[src/rtl/pwm_pair_pkg.sv]
// Shared types for the PWM pair stage: pairing mode encoding and the
// write-protected settings record (deadtime kept apart, its width is a parameter).
package pwm_pair_pkg;
    typedef enum logic [1:0] {
        PM_INDEP  = 2'b00,
        PM_MIRROR = 2'b01,
        PM_COMPL  = 2'b10,
        PM_SPARE  = 2'b11
    } pair_mode_e;

    typedef struct packed {
        pair_mode_e mode;
        logic       comb;
        logic       pol_hi;
        logic       pol_lo;
    } pair_cfg_t;
endpackage

[src/rtl/pwm_cfg_guard.sv]
// Holds the protected settings and the write lock.
// Assumes: lock is sticky until synchronous reset; a write in the same
// edge as the lock request is still accepted.
module pwm_cfg_guard
    import pwm_pair_pkg::*;
#(
    parameter int DTW = 4
) (
    input  logic            clk,
    input  logic            rst_n,
    input  logic            wr,
    input  logic            lock_set,
    input  logic [1:0]      mode_in,
    input  logic            comb_in,
    input  logic [DTW-1:0]  dt_in,
    input  logic            pol_hi_in,
    input  logic            pol_lo_in,
    output pair_cfg_t       cfg_o,
    output logic [DTW-1:0]  dt_o
);
    logic locked_q;

    // Sticky lock flag.
    always_ff @(posedge clk) begin
        if (!rst_n)        locked_q <= 1'b0;
        else if (lock_set) locked_q <= 1'b1;
    end

    // Settings register, written only while unlocked.
    always_ff @(posedge clk) begin
        if (!rst_n) begin
            cfg_o <= '{mode: PM_INDEP, comb: 1'b0, pol_hi: 1'b0, pol_lo: 1'b0};
            dt_o  <= '0;
        end else if (wr && !locked_q) begin
            cfg_o <= '{mode: pair_mode_e'(mode_in), comb: comb_in,
                       pol_hi: pol_hi_in, pol_lo: pol_lo_in};
            dt_o  <= dt_in;
        end
    end

    p_lock_hold_r12: assert property (@(posedge clk) disable iff (!rst_n)
        locked_q |=> ($stable(cfg_o) && $stable(dt_o)));
endmodule

[src/rtl/pwm_edge_gen.sv]
// Turns the counter and two compare values into the high and low
// requests for the selected pairing mode; also picks the deadtime in force.
// Assumes: edge-aligned counting; the combined pulse is empty when cmp1 <= cmp0.
module pwm_edge_gen
    import pwm_pair_pkg::*;
#(
    parameter int CW  = 8,
    parameter int DTW = 4
) (
    input  logic [CW-1:0]  cnt,
    input  logic [CW-1:0]  cmp0,
    input  logic [CW-1:0]  cmp1,
    input  pair_cfg_t      cfg,
    input  logic [DTW-1:0] dt,
    output logic [1:0]     req,
    output logic [DTW-1:0] dt_eff
);
    logic ch_a, ch_b, win, src;

    // Raw comparisons and the source of the high side.
    always_comb begin
        ch_a = (cnt < cmp0);
        ch_b = (cnt < cmp1);
        win  = (cnt >= cmp0) && (cnt < cmp1);
        src  = cfg.comb ? win : ch_a;
    end

    // Pairing: index 1 is high side, index 0 is low side.
    always_comb begin
        unique case (cfg.mode)
            PM_MIRROR: req = {src, src};
            PM_COMPL:  req = {src, ~src};
            default:   req = {src, ch_b};
        endcase
        dt_eff = (cfg.mode == PM_COMPL) ? dt : '0;
    end
endmodule

[src/rtl/pwm_dead_ins.sv]
// Turn-on delay for one output: counts consecutive cycles of request and
// enables the output once the count reaches the deadtime. Turn-off is immediate.
// Assumes: the counter saturates, so any deadtime up to 2**DTW-1 is honoured.
module pwm_dead_ins #(
    parameter int DTW = 4
) (
    input  logic           clk,
    input  logic           rst_n,
    input  logic           req,
    input  logic [DTW-1:0] dt,
    output logic           on
);
    localparam logic [DTW-1:0] RUN_MAX = {DTW{1'b1}};
    logic [DTW-1:0] run_q;

    // Consecutive-request counter, saturating.
    always_ff @(posedge clk) begin
        if (!rst_n || !req)       run_q <= '0;
        else if (run_q != RUN_MAX) run_q <= run_q + 1'b1;
    end

    // Output enable after the delay.
    always_ff @(posedge clk) begin
        if (!rst_n) on <= 1'b0;
        else        on <= req && (run_q >= dt);
    end

    p_dead_wait_r5: assert property (@(posedge clk) disable iff (!rst_n)
        ($rose(on) && $past(dt) != '0) |-> $past(req, 2));
    p_fast_off_r5: assert property (@(posedge clk) disable iff (!rst_n)
        !req |=> !on);
endmodule

[src/rtl/pwm_out_stage.sv]
// Applies software override, active level and fault shutdown to the pair,
// and keeps the sticky fault flag.
// Assumes: fault_in is already synchronous to clk; shutdown is combinational.
module pwm_out_stage (
    input  logic       clk,
    input  logic       rst_n,
    input  logic [1:0] on,
    input  logic [1:0] sw_en,
    input  logic [1:0] sw_val,
    input  logic [1:0] pol,
    input  logic       fault_in,
    input  logic       flt_clr,
    output logic [1:0] pin,
    output logic       flag
);
    logic shut;

    // Sticky fault flag; clear only honoured with the input quiet.
    always_ff @(posedge clk) begin
        if (!rst_n)                    flag <= 1'b0;
        else if (fault_in)             flag <= 1'b1;
        else if (flt_clr)              flag <= 1'b0;
    end

    assign shut = fault_in | flag;

    // Per-pin drive: override, then polarity, then shutdown.
    for (genvar i = 0; i < 2; i++) begin : g_pin
        logic lvl;
        always_comb begin
            lvl    = sw_en[i] ? sw_val[i] : on[i];
            pin[i] = shut ? pol[i] : (lvl ^ pol[i]);
        end
    end

    p_flag_set_r9: assert property (@(posedge clk) disable iff (!rst_n)
        fault_in |=> flag);
    p_flag_keep_r10: assert property (@(posedge clk) disable iff (!rst_n)
        (flag && fault_in) |=> flag);
endmodule

[src/rtl/pwm_trig.sv]
// Single-cycle ADC trigger on arrival of the counter at its initial value.
// Assumes: a counter parked on the initial value must not retrigger.
module pwm_trig #(
    parameter int CW = 8
) (
    input  logic          clk,
    input  logic          rst_n,
    input  logic [CW-1:0] cnt,
    input  logic [CW-1:0] cnt_init,
    output logic          trig
);
    logic hit, hit_q;

    assign hit = (cnt == cnt_init);

    // Remember the previous match and pulse on a new one.
    always_ff @(posedge clk) begin
        if (!rst_n) begin
            hit_q <= 1'b0;
            trig  <= 1'b0;
        end else begin
            hit_q <= hit;
            trig  <= hit && !hit_q;
        end
    end

    p_trig_pulse_r11: assert property (@(posedge clk) disable iff (!rst_n)
        trig |=> !trig);
endmodule

[src/rtl/pwm_pair_deadtime.sv]
// Top of the PWM pair stage: settings guard, edge generation, two deadtime
// cells, output conditioning and ADC trigger.
// Assumes: counter is produced elsewhere and arrives synchronous to clk.
module pwm_pair_deadtime
    import pwm_pair_pkg::*;
#(
    parameter int CW  = 8,
    parameter int DTW = 4
) (
    input  logic           clk,
    input  logic           rst_n,
    input  logic [CW-1:0]  cnt,
    input  logic [CW-1:0]  cnt_init,
    input  logic [CW-1:0]  cmp0,
    input  logic [CW-1:0]  cmp1,
    input  logic           cfg_wr,
    input  logic [1:0]     cfg_mode,
    input  logic           cfg_comb,
    input  logic [DTW-1:0] cfg_dt,
    input  logic           cfg_pol_hi,
    input  logic           cfg_pol_lo,
    input  logic           lock_set,
    input  logic [1:0]     sw_en,
    input  logic [1:0]     sw_val,
    input  logic           fault_in,
    input  logic           flt_clr,
    output logic           pwm_hi,
    output logic           pwm_lo,
    output logic           fault_flag,
    output logic           adc_trig
);
    pair_cfg_t      cfg;
    logic [DTW-1:0] dt, dt_eff;
    logic [1:0]     req, on, pin;

    pwm_cfg_guard #(.DTW(DTW)) u_cfg (
        .clk(clk), .rst_n(rst_n), .wr(cfg_wr), .lock_set(lock_set),
        .mode_in(cfg_mode), .comb_in(cfg_comb), .dt_in(cfg_dt),
        .pol_hi_in(cfg_pol_hi), .pol_lo_in(cfg_pol_lo),
        .cfg_o(cfg), .dt_o(dt)
    );

    pwm_edge_gen #(.CW(CW), .DTW(DTW)) u_edge (
        .cnt(cnt), .cmp0(cmp0), .cmp1(cmp1), .cfg(cfg), .dt(dt),
        .req(req), .dt_eff(dt_eff)
    );

    for (genvar i = 0; i < 2; i++) begin : g_dead
        pwm_dead_ins #(.DTW(DTW)) u_dead (
            .clk(clk), .rst_n(rst_n), .req(req[i]), .dt(dt_eff), .on(on[i])
        );
    end

    pwm_out_stage u_out (
        .clk(clk), .rst_n(rst_n), .on(on), .sw_en(sw_en), .sw_val(sw_val),
        .pol({cfg.pol_hi, cfg.pol_lo}), .fault_in(fault_in), .flt_clr(flt_clr),
        .pin(pin), .flag(fault_flag)
    );

    pwm_trig #(.CW(CW)) u_trig (
        .clk(clk), .rst_n(rst_n), .cnt(cnt), .cnt_init(cnt_init), .trig(adc_trig)
    );

    assign pwm_hi = pin[1];
    assign pwm_lo = pin[0];

    p_no_overlap_r6: assert property (@(posedge clk) disable iff (!rst_n)
        (cfg.mode == PM_COMPL && $past(cfg.mode) == PM_COMPL) |-> !(on[1] && on[0]));
    p_safe_pins_r9: assert property (@(posedge clk) disable iff (!rst_n)
        fault_flag |-> (pwm_hi == cfg.pol_hi && pwm_lo == cfg.pol_lo));
endmodule

[config.mk]
export PLATFORM = sky130hd
export DESIGN_NAME = pwm_pair_deadtime
export DESIGN_NICKNAME = d
export VERILOG_FILES = /design/src/rtl/pwm_pair_pkg.sv /design/src/rtl/pwm_cfg_guard.sv /design/src/rtl/pwm_edge_gen.sv /design/src/rtl/pwm_dead_ins.sv /design/src/rtl/pwm_out_stage.sv /design/src/rtl/pwm_trig.sv /design/src/rtl/pwm_pair_deadtime.sv
export SDC_FILE = /design/constraint.sdc
export NUM_CORES = 1
export LEC_CHECK = 0
export BUFFER_PORTS_ARGS = -buffer_cell sky130_fd_sc_hd__buf_4
export CORE_MARGIN = 5
export CORE_UTILIZATION = 46
export DETAILED_ROUTE_END_ITERATION = 12
export GPL_TIMING_DRIVEN = 0
export PLACE_DENSITY = 0.82
export SYNTH_ARGS = -nofsm -noshare
export SYNTH_HDL_FRONTEND = slang
export SYNTH_SLANG_ARGS = --single-unit
[constraint.sdc]
create_clock -name clk -period 1.9 [get_ports clk]
set_clock_uncertainty 0.05 [all_clocks]
set_input_delay 0.38 -clock clk [delete_from_list [all_inputs] [get_ports clk]]
set_output_delay 0.38 -clock clk [all_outputs]
set_load 0.02 [all_outputs]
# Yosys cells after proc, flatten, opt, wreduce, memory -nomap -nowiden
# Index checks and enable logic that the tools add are counted.
# W data, S select, Z words.
# totals
register_bits,23
elab_cells,51
# classes
addsub,2
magnitude_cmp,5
n_eq_ne,5
mux,9
bitwise,4
n_reduce_logical,13
# op_table
cell,n
$lt A8 B8 Y1,2
$add A4 B1 Y4 const B,2
$eq A8 B8 Y1,1
$ge A4 B4 Y1,2
$ge A8 B8 Y1,1
$ne A4 B4 Y1 const B,2
$mux W1,7
$logic_and A1 B1 Y1,5
$logic_not A1 Y1,5
$mux W4,1
$eq A2 B1 Y1 const B,1
$eq A2 B2 Y1 const B,1
$logic_or A1 B1 Y1,2
$pmux W1 S2,1
$reduce_bool A2 Y1,1
$xor A1 B1 Y1,2
$not A1 Y1,1
$or A1 B1 Y1,1

# Depth between registers and ports, before layout
# depth
ltp_word,7
mapped_depth,9
depth_no_buf,9

# By module
# From an unflattened synthesis, not the netlist that was laid out.
# unflattened
cells_unflattened,205
area_unflattened_um2,1722.9
# by_module_without_submodules
module,instances,cells_each,area_each_um2
pwm_dead_ins,2,34,286.5
pwm_edge_gen,1,70,513.0
pwm_cfg_guard,1,42,412.9
pwm_trig,1,16,142.6
pwm_out_stage,1,9,81.3

# Least setup slack after synthesis
# Ideal clock, no wire load.
# synth_path
path_kind,input -> register
startpoint,input port cmp0[1]
endpoint,register g_dead[0].u_dead.run_q[3]
arrival_time_ps,1772
required_ps,1715
path_slack_ps,-57
cell_stages,8
path_buffers,0
path_cell_list,inv_1 > ha_1 > nor2b_1 > o211ai_2 > a21oi_1 > or4_1 > nand3_1 > nor4_2
# synth_between
elab_chain_len,7
word_cells_on_any_way,8
# synth_lines
item,line_no,source
from (decl),pwm_pair_deadtime.sv:14,"input logic [CW-1:0] cmp0,"
$ge A8 B8 Y1,pwm_edge_gen.sv:24,win = (cnt >= cmp0) && (cnt < cmp1);
$logic_and A1 B1 Y1,pwm_edge_gen.sv:24,
$mux W1 *,pwm_edge_gen.sv:25,src = cfg.comb ? win : ch_a;
$not A1 Y1,pwm_edge_gen.sv:32,"PM_COMPL: req = {src, ~src};"
$pmux W1 S2 *,pwm_edge_gen.sv:30,unique case (cfg.mode)
$logic_not A1 Y1 *,pwm_dead_ins.sv:18,if (!rst_n || !req) run_q <= '0;
$logic_or A1 B1 Y1 *,pwm_dead_ins.sv:18,
to (signal assigned),pwm_dead_ins.sv:19,else if (run_q != RUN_MAX) run_q <= run_q + 1'b1;
to (decl),pwm_dead_ins.sv:14,logic [DTW-1:0] run_q;
# Every way passes the cells marked *; elsewhere a longest branch is shown, timed or not.
# A chain may end at the register's enable or synchronous reset.

# Final worst setup path
# layout_path
startpoint,input port cnt[7]
endpoint,register g_dead[0].u_dead.run_q[1]
# layout_between
elab_chain_len,7
word_cells_on_any_way,9
# layout_lines
item,line_no,source
from (decl),pwm_pair_deadtime.sv:12,"input logic [CW-1:0] cnt,"
$ge A8 B8 Y1 or $lt A8 B8 Y1 (tied branches),"pwm_edge_gen.sv:24, pwm_edge_gen.sv:23",
$logic_and A1 B1 Y1,pwm_edge_gen.sv:24,
$mux W1,pwm_edge_gen.sv:25,
$not A1 Y1,pwm_edge_gen.sv:32,
$pmux W1 S2 *,pwm_edge_gen.sv:30,
$logic_not A1 Y1 *,pwm_dead_ins.sv:18,
$logic_or A1 B1 Y1 *,pwm_dead_ins.sv:18,
# Marked as above.

==> results <==
- Summed over all cells, the static leakage comes to 1.10 nW.
- Across all hold checks on the routed design, the worst slack comes to 0.248 ns.
- The synthesized design devotes to its leading area cell type 27.2% of total area.
- TritonCTS built the clock tree.
- The clock root buffer is sky130_fd_sc_hd__clkbuf_8.
- The number of global-route vias before repair came to 1634.
- The total area inside the core boundary comes to 3610 sq um.
- The detailed-route wire length per cell is between 10 and 15 um.
- The type of the setup path with the least slack is input pin to flop.
- During synthesis, Yosys emitted a total of 0 warnings.
- The number of different library cells in the post-synthesis netlist is 39.
- The simple logic cell fraction of the synthesized area is 20.4%.
- The synthesized design contains 23 register bits.
- The final design utilization is 68.8%.
- The count of endpoints failing hold in the final timing report is 0.
- 55 I/O pins were placed.
- The die extent in x is 70.6 um.
- From synthesis to final layout, the design area changed by 46.9%.
- Including well taps, the total number of placed cells is 295.
- The shortest period the worst path allows is 1.87 ns.
- At the worst endpoint, the arrival time is 1.98 ns.
- The via density per instance is 5.20.
- For this run, the leading register cell type out of synthesis is sky130_fd_sc_hd__dfxtp_1.
- Summing the areas of all compound-gate instances in the mapped netlist gives 18.7% of the synthesized area.
- The number of buffers added by the clock tree synthesis step is 3.
- The ratio of total power to cell area is 524 nW/um^2.
- sky130_fd_sc_hd__ha_1 is the most common cell in the netlist.
- The slew at the pin closest to its max-slew limit is 0.442 ns.
- The global-route wire length before repair is 6610 um.
- Adding up every negative setup slack in the final design gives 0 ns.
- The number of buffers inserted by port buffering is 54.
- The site row count is 22.
- The maximum number of pins on one net before global-route repair is 14.
- The element type at the critical path start is an input pin.
- Along the worst path, the maximum fanout reaches 5.
- The first-pass iteration count of the detailed router is 4.
- The peak supply drop is between 0.0002 and 0.0003 V.
- Counting flops with a built-in enable in the synthesized netlist gives 0.
- The number of instances in the synthesized netlist is 193.
- Counting instances in the post-synthesis netlist gives the leading cell types as sky130_fd_sc_hd__ha_1 (27), sky130_fd_sc_hd__nand2_1 (26), sky130_fd_sc_hd__dfxtp_1 (23).
- The number of buffers on the longest clock path is 2.
- The max-cap check violation count is 0.
- The number of remaining DRC errors is 0.
- The die is between 70 and 80 um tall.
- For this run, the register share of the synthesized area comes to 27.2%.
- Synthesis produced a netlist with a net count of 271.
- The leftover overflow at the end of global routing is 0.
- The placed wire-length estimate is 3110 um.
- Once layout is complete, the cells apart from fillers number 305.
- The total power draw is 1.30 mW.
- Measured against the total synthesized area, the mux share comes to around 2.4%.
- The main combinational cell family by area after synthesis is simple AND/OR/NAND/NOR gates.
- The later pin in the worst-skew pair is clocked with a latency of 0.27 ns.
- Sorting the synthesized cells by area gives the leading types as sky130_fd_sc_hd__dfxtp_1 (27%), sky130_fd_sc_hd__ha_1 (20%), sky130_fd_sc_hd__nand2_1 (5.8%).
- The antenna diode instance count is 0.
- The share of post-route cells with drive strength above 1 is 40.9%.
- The count of antenna-violating nets left after detailed routing is 0.
- The flow ran to the end, and the final reports show no timing, DRC or antenna violations.
- For this design, the sink count on the clock tree is 23.
- The worst pin sits at a relative slew slack of between 70% and 80%.
- Routability-driven placement finished with a final weighted congestion of 0.764.
- The final setup slack of the worst path is 0.0321 ns.
- The placed instances occupy a cell area of 2170 sq um.
- Global routing used 15.9% of the available tracks across all layers.
- The total number of vias is about 1600.
- Static timing analysis puts the maximum clock frequency at 0.535 GHz.
- The final design instance area without fill is 2480 sq um.
- The synthesized design spends more area on one cell type than any other, namely sky130_fd_sc_hd__dfxtp_1.
- The synthesized netlist devotes 6.22% of its cell area to XOR and XNOR gates.
- Averaged over all synthesized cells, the footprint is 8.76 sq um.
- The kind of end point of the critical path is a flop.
- Before CTS, the worst setup slack after placement is -0.336 ns.
- After synthesis the cells add up to 1690 sq um.
- STA puts the critical path data required time at 2.01 ns.
- For this block, the initial DRC count from the detailed router was 70.
- The effective utilization at floorplan is 46.9%.
- The total setup violations reported at the end of the flow is 0.
- After detailed routing, the total wire length is 4340 um.
- The number of H-tree levels is 1.
- The initial antenna violation count is 0.
- The final count of pins violating max slew is 0.
- The net count of the finished layout is approximately 340.
- The proportion of register bits with asynchronous set or reset after synthesis is 0%.
- The post-synthesis share of cell area spent on full adders, half adders and majority gates is around 20%.
- The floorplan step defined a die boundary enclosing 4990 sq um.
- The clock transition at the registers of the reported paths is 0.09 ns.
- In the finished design, the share of the clock period the worst path needs comes to 98.3%.
- The class of the tightest hold or removal check is input pin to flop.
[path summary, 6_finish.rpt]
path | start | to | slack (ns) | cells after the start
worst min-delay path | lock_set | u_cfg.locked_q | 0.25 | 2
worst max register to register | u_cfg.cfg_o[3] | g_dead[0].u_dead.on | 0.04 | 9
worst max-delay path | cnt[7] | g_dead[0].u_dead.run_q[1] | 0.03 | 8
worst min register to register | u_trig.hit_q | u_trig.trig | 0.35 | 1
[cells by family after synthesis]
kind of cell,after synthesis
AO/OA/AOI/OAI,37
XOR/XNOR,12
adder cells (fa/ha/maj),27
buffers and inverters,23
flip-flops,23
multiplexers,4
AND/OR/NAND/NOR,67
[metal layers]
layer / wire [um] / GRT usage [%] / vias to the layer above
li1: - / - / 803
met1: 1660 / 17.6 / 743
met2: 2420 / 29.9 / 31
met3: 165 / 2.70 / 8
met4: 98 / 6.26 / 0
met5: 0 / 0 / -
[flip-flops by register name (all words and copies together) (netlist names)]
signal,flops
g_dead.u_dead.on,2
g_dead.u_dead.run_q,8
u_cfg.cfg_o,5
u_cfg.dt_o,4
u_cfg.locked_q,1
u_out.flag,1
u_trig.hit_q,1
u_trig.trig,1
[cell type report]
type | count | area (sq um)
inverter | 20 | 77.6
tap | 48 | 60.1
sequential | 23 | 462
buffer | 3 | 11.3
timing repair buffer | 60 | 480
multi-input combinational | 147 | 1350
clock inverter | 1 | 5.00
clock buffer | 3 | 41.3
fill | 272 | 1120
[worst max-delay path, cell delays in order]
cell and delay [ns]:
sky130_fd_sc_hd__buf_6 0.11, sky130_fd_sc_hd__ha_4 0.27, sky130_fd_sc_hd__nand4_1 0.14, sky130_fd_sc_hd__a311o_1 0.41
sky130_fd_sc_hd__a211o_2 0.38, sky130_fd_sc_hd__o41ai_4 0.06, sky130_fd_sc_hd__buf_6 0.18, sky130_fd_sc_hd__nor3_2 0.05
[where the power goes]
| group | total [mW] | internal [mW] | switching, mW |
|---|---|---|---|
| clock | 0.317 | 0.147 | 0.170 |
| combinational | 0.443 | 0.240 | 0.204 |
| sequential | 0.541 | 0.513 | 0.0281 |
[what timing repair did]
item	CTS	global route
buffers inserted	2	4
pin swaps	1	18
resized for setup	9	34
hold buffers	0	0
endpoints found under the setup margin	6	6
[layout by cell type, fill, tap and decap left out, types with 4 or more instances in the layout]
cell / n
sky130_fd_sc_hd__xnor2_1: 7
sky130_fd_sc_hd__xor2_1: 5
sky130_fd_sc_hd__dfxtp_1: 22
sky130_fd_sc_hd__nand4_1: 4
sky130_fd_sc_hd__ha_4: 8
sky130_fd_sc_hd__ha_1: 19
sky130_fd_sc_hd__nor2_1: 6
sky130_fd_sc_hd__inv_2: 5
sky130_fd_sc_hd__o21a_1: 4
sky130_fd_sc_hd__nand3_1: 4
sky130_fd_sc_hd__a21o_1: 4
sky130_fd_sc_hd__a21oi_2: 4
sky130_fd_sc_hd__inv_1: 14
sky130_fd_sc_hd__a21oi_1: 4
sky130_fd_sc_hd__buf_4: 53
sky130_fd_sc_hd__nand2_1: 26
sky130_fd_sc_hd__buf_6: 6
sky130_fd_sc_hd__mux2i_1: 4
sky130_fd_sc_hd__nor3_1: 4
sky130_fd_sc_hd__a21boi_0: 9
Note: power is estimated with default switching activity, not from simulation.
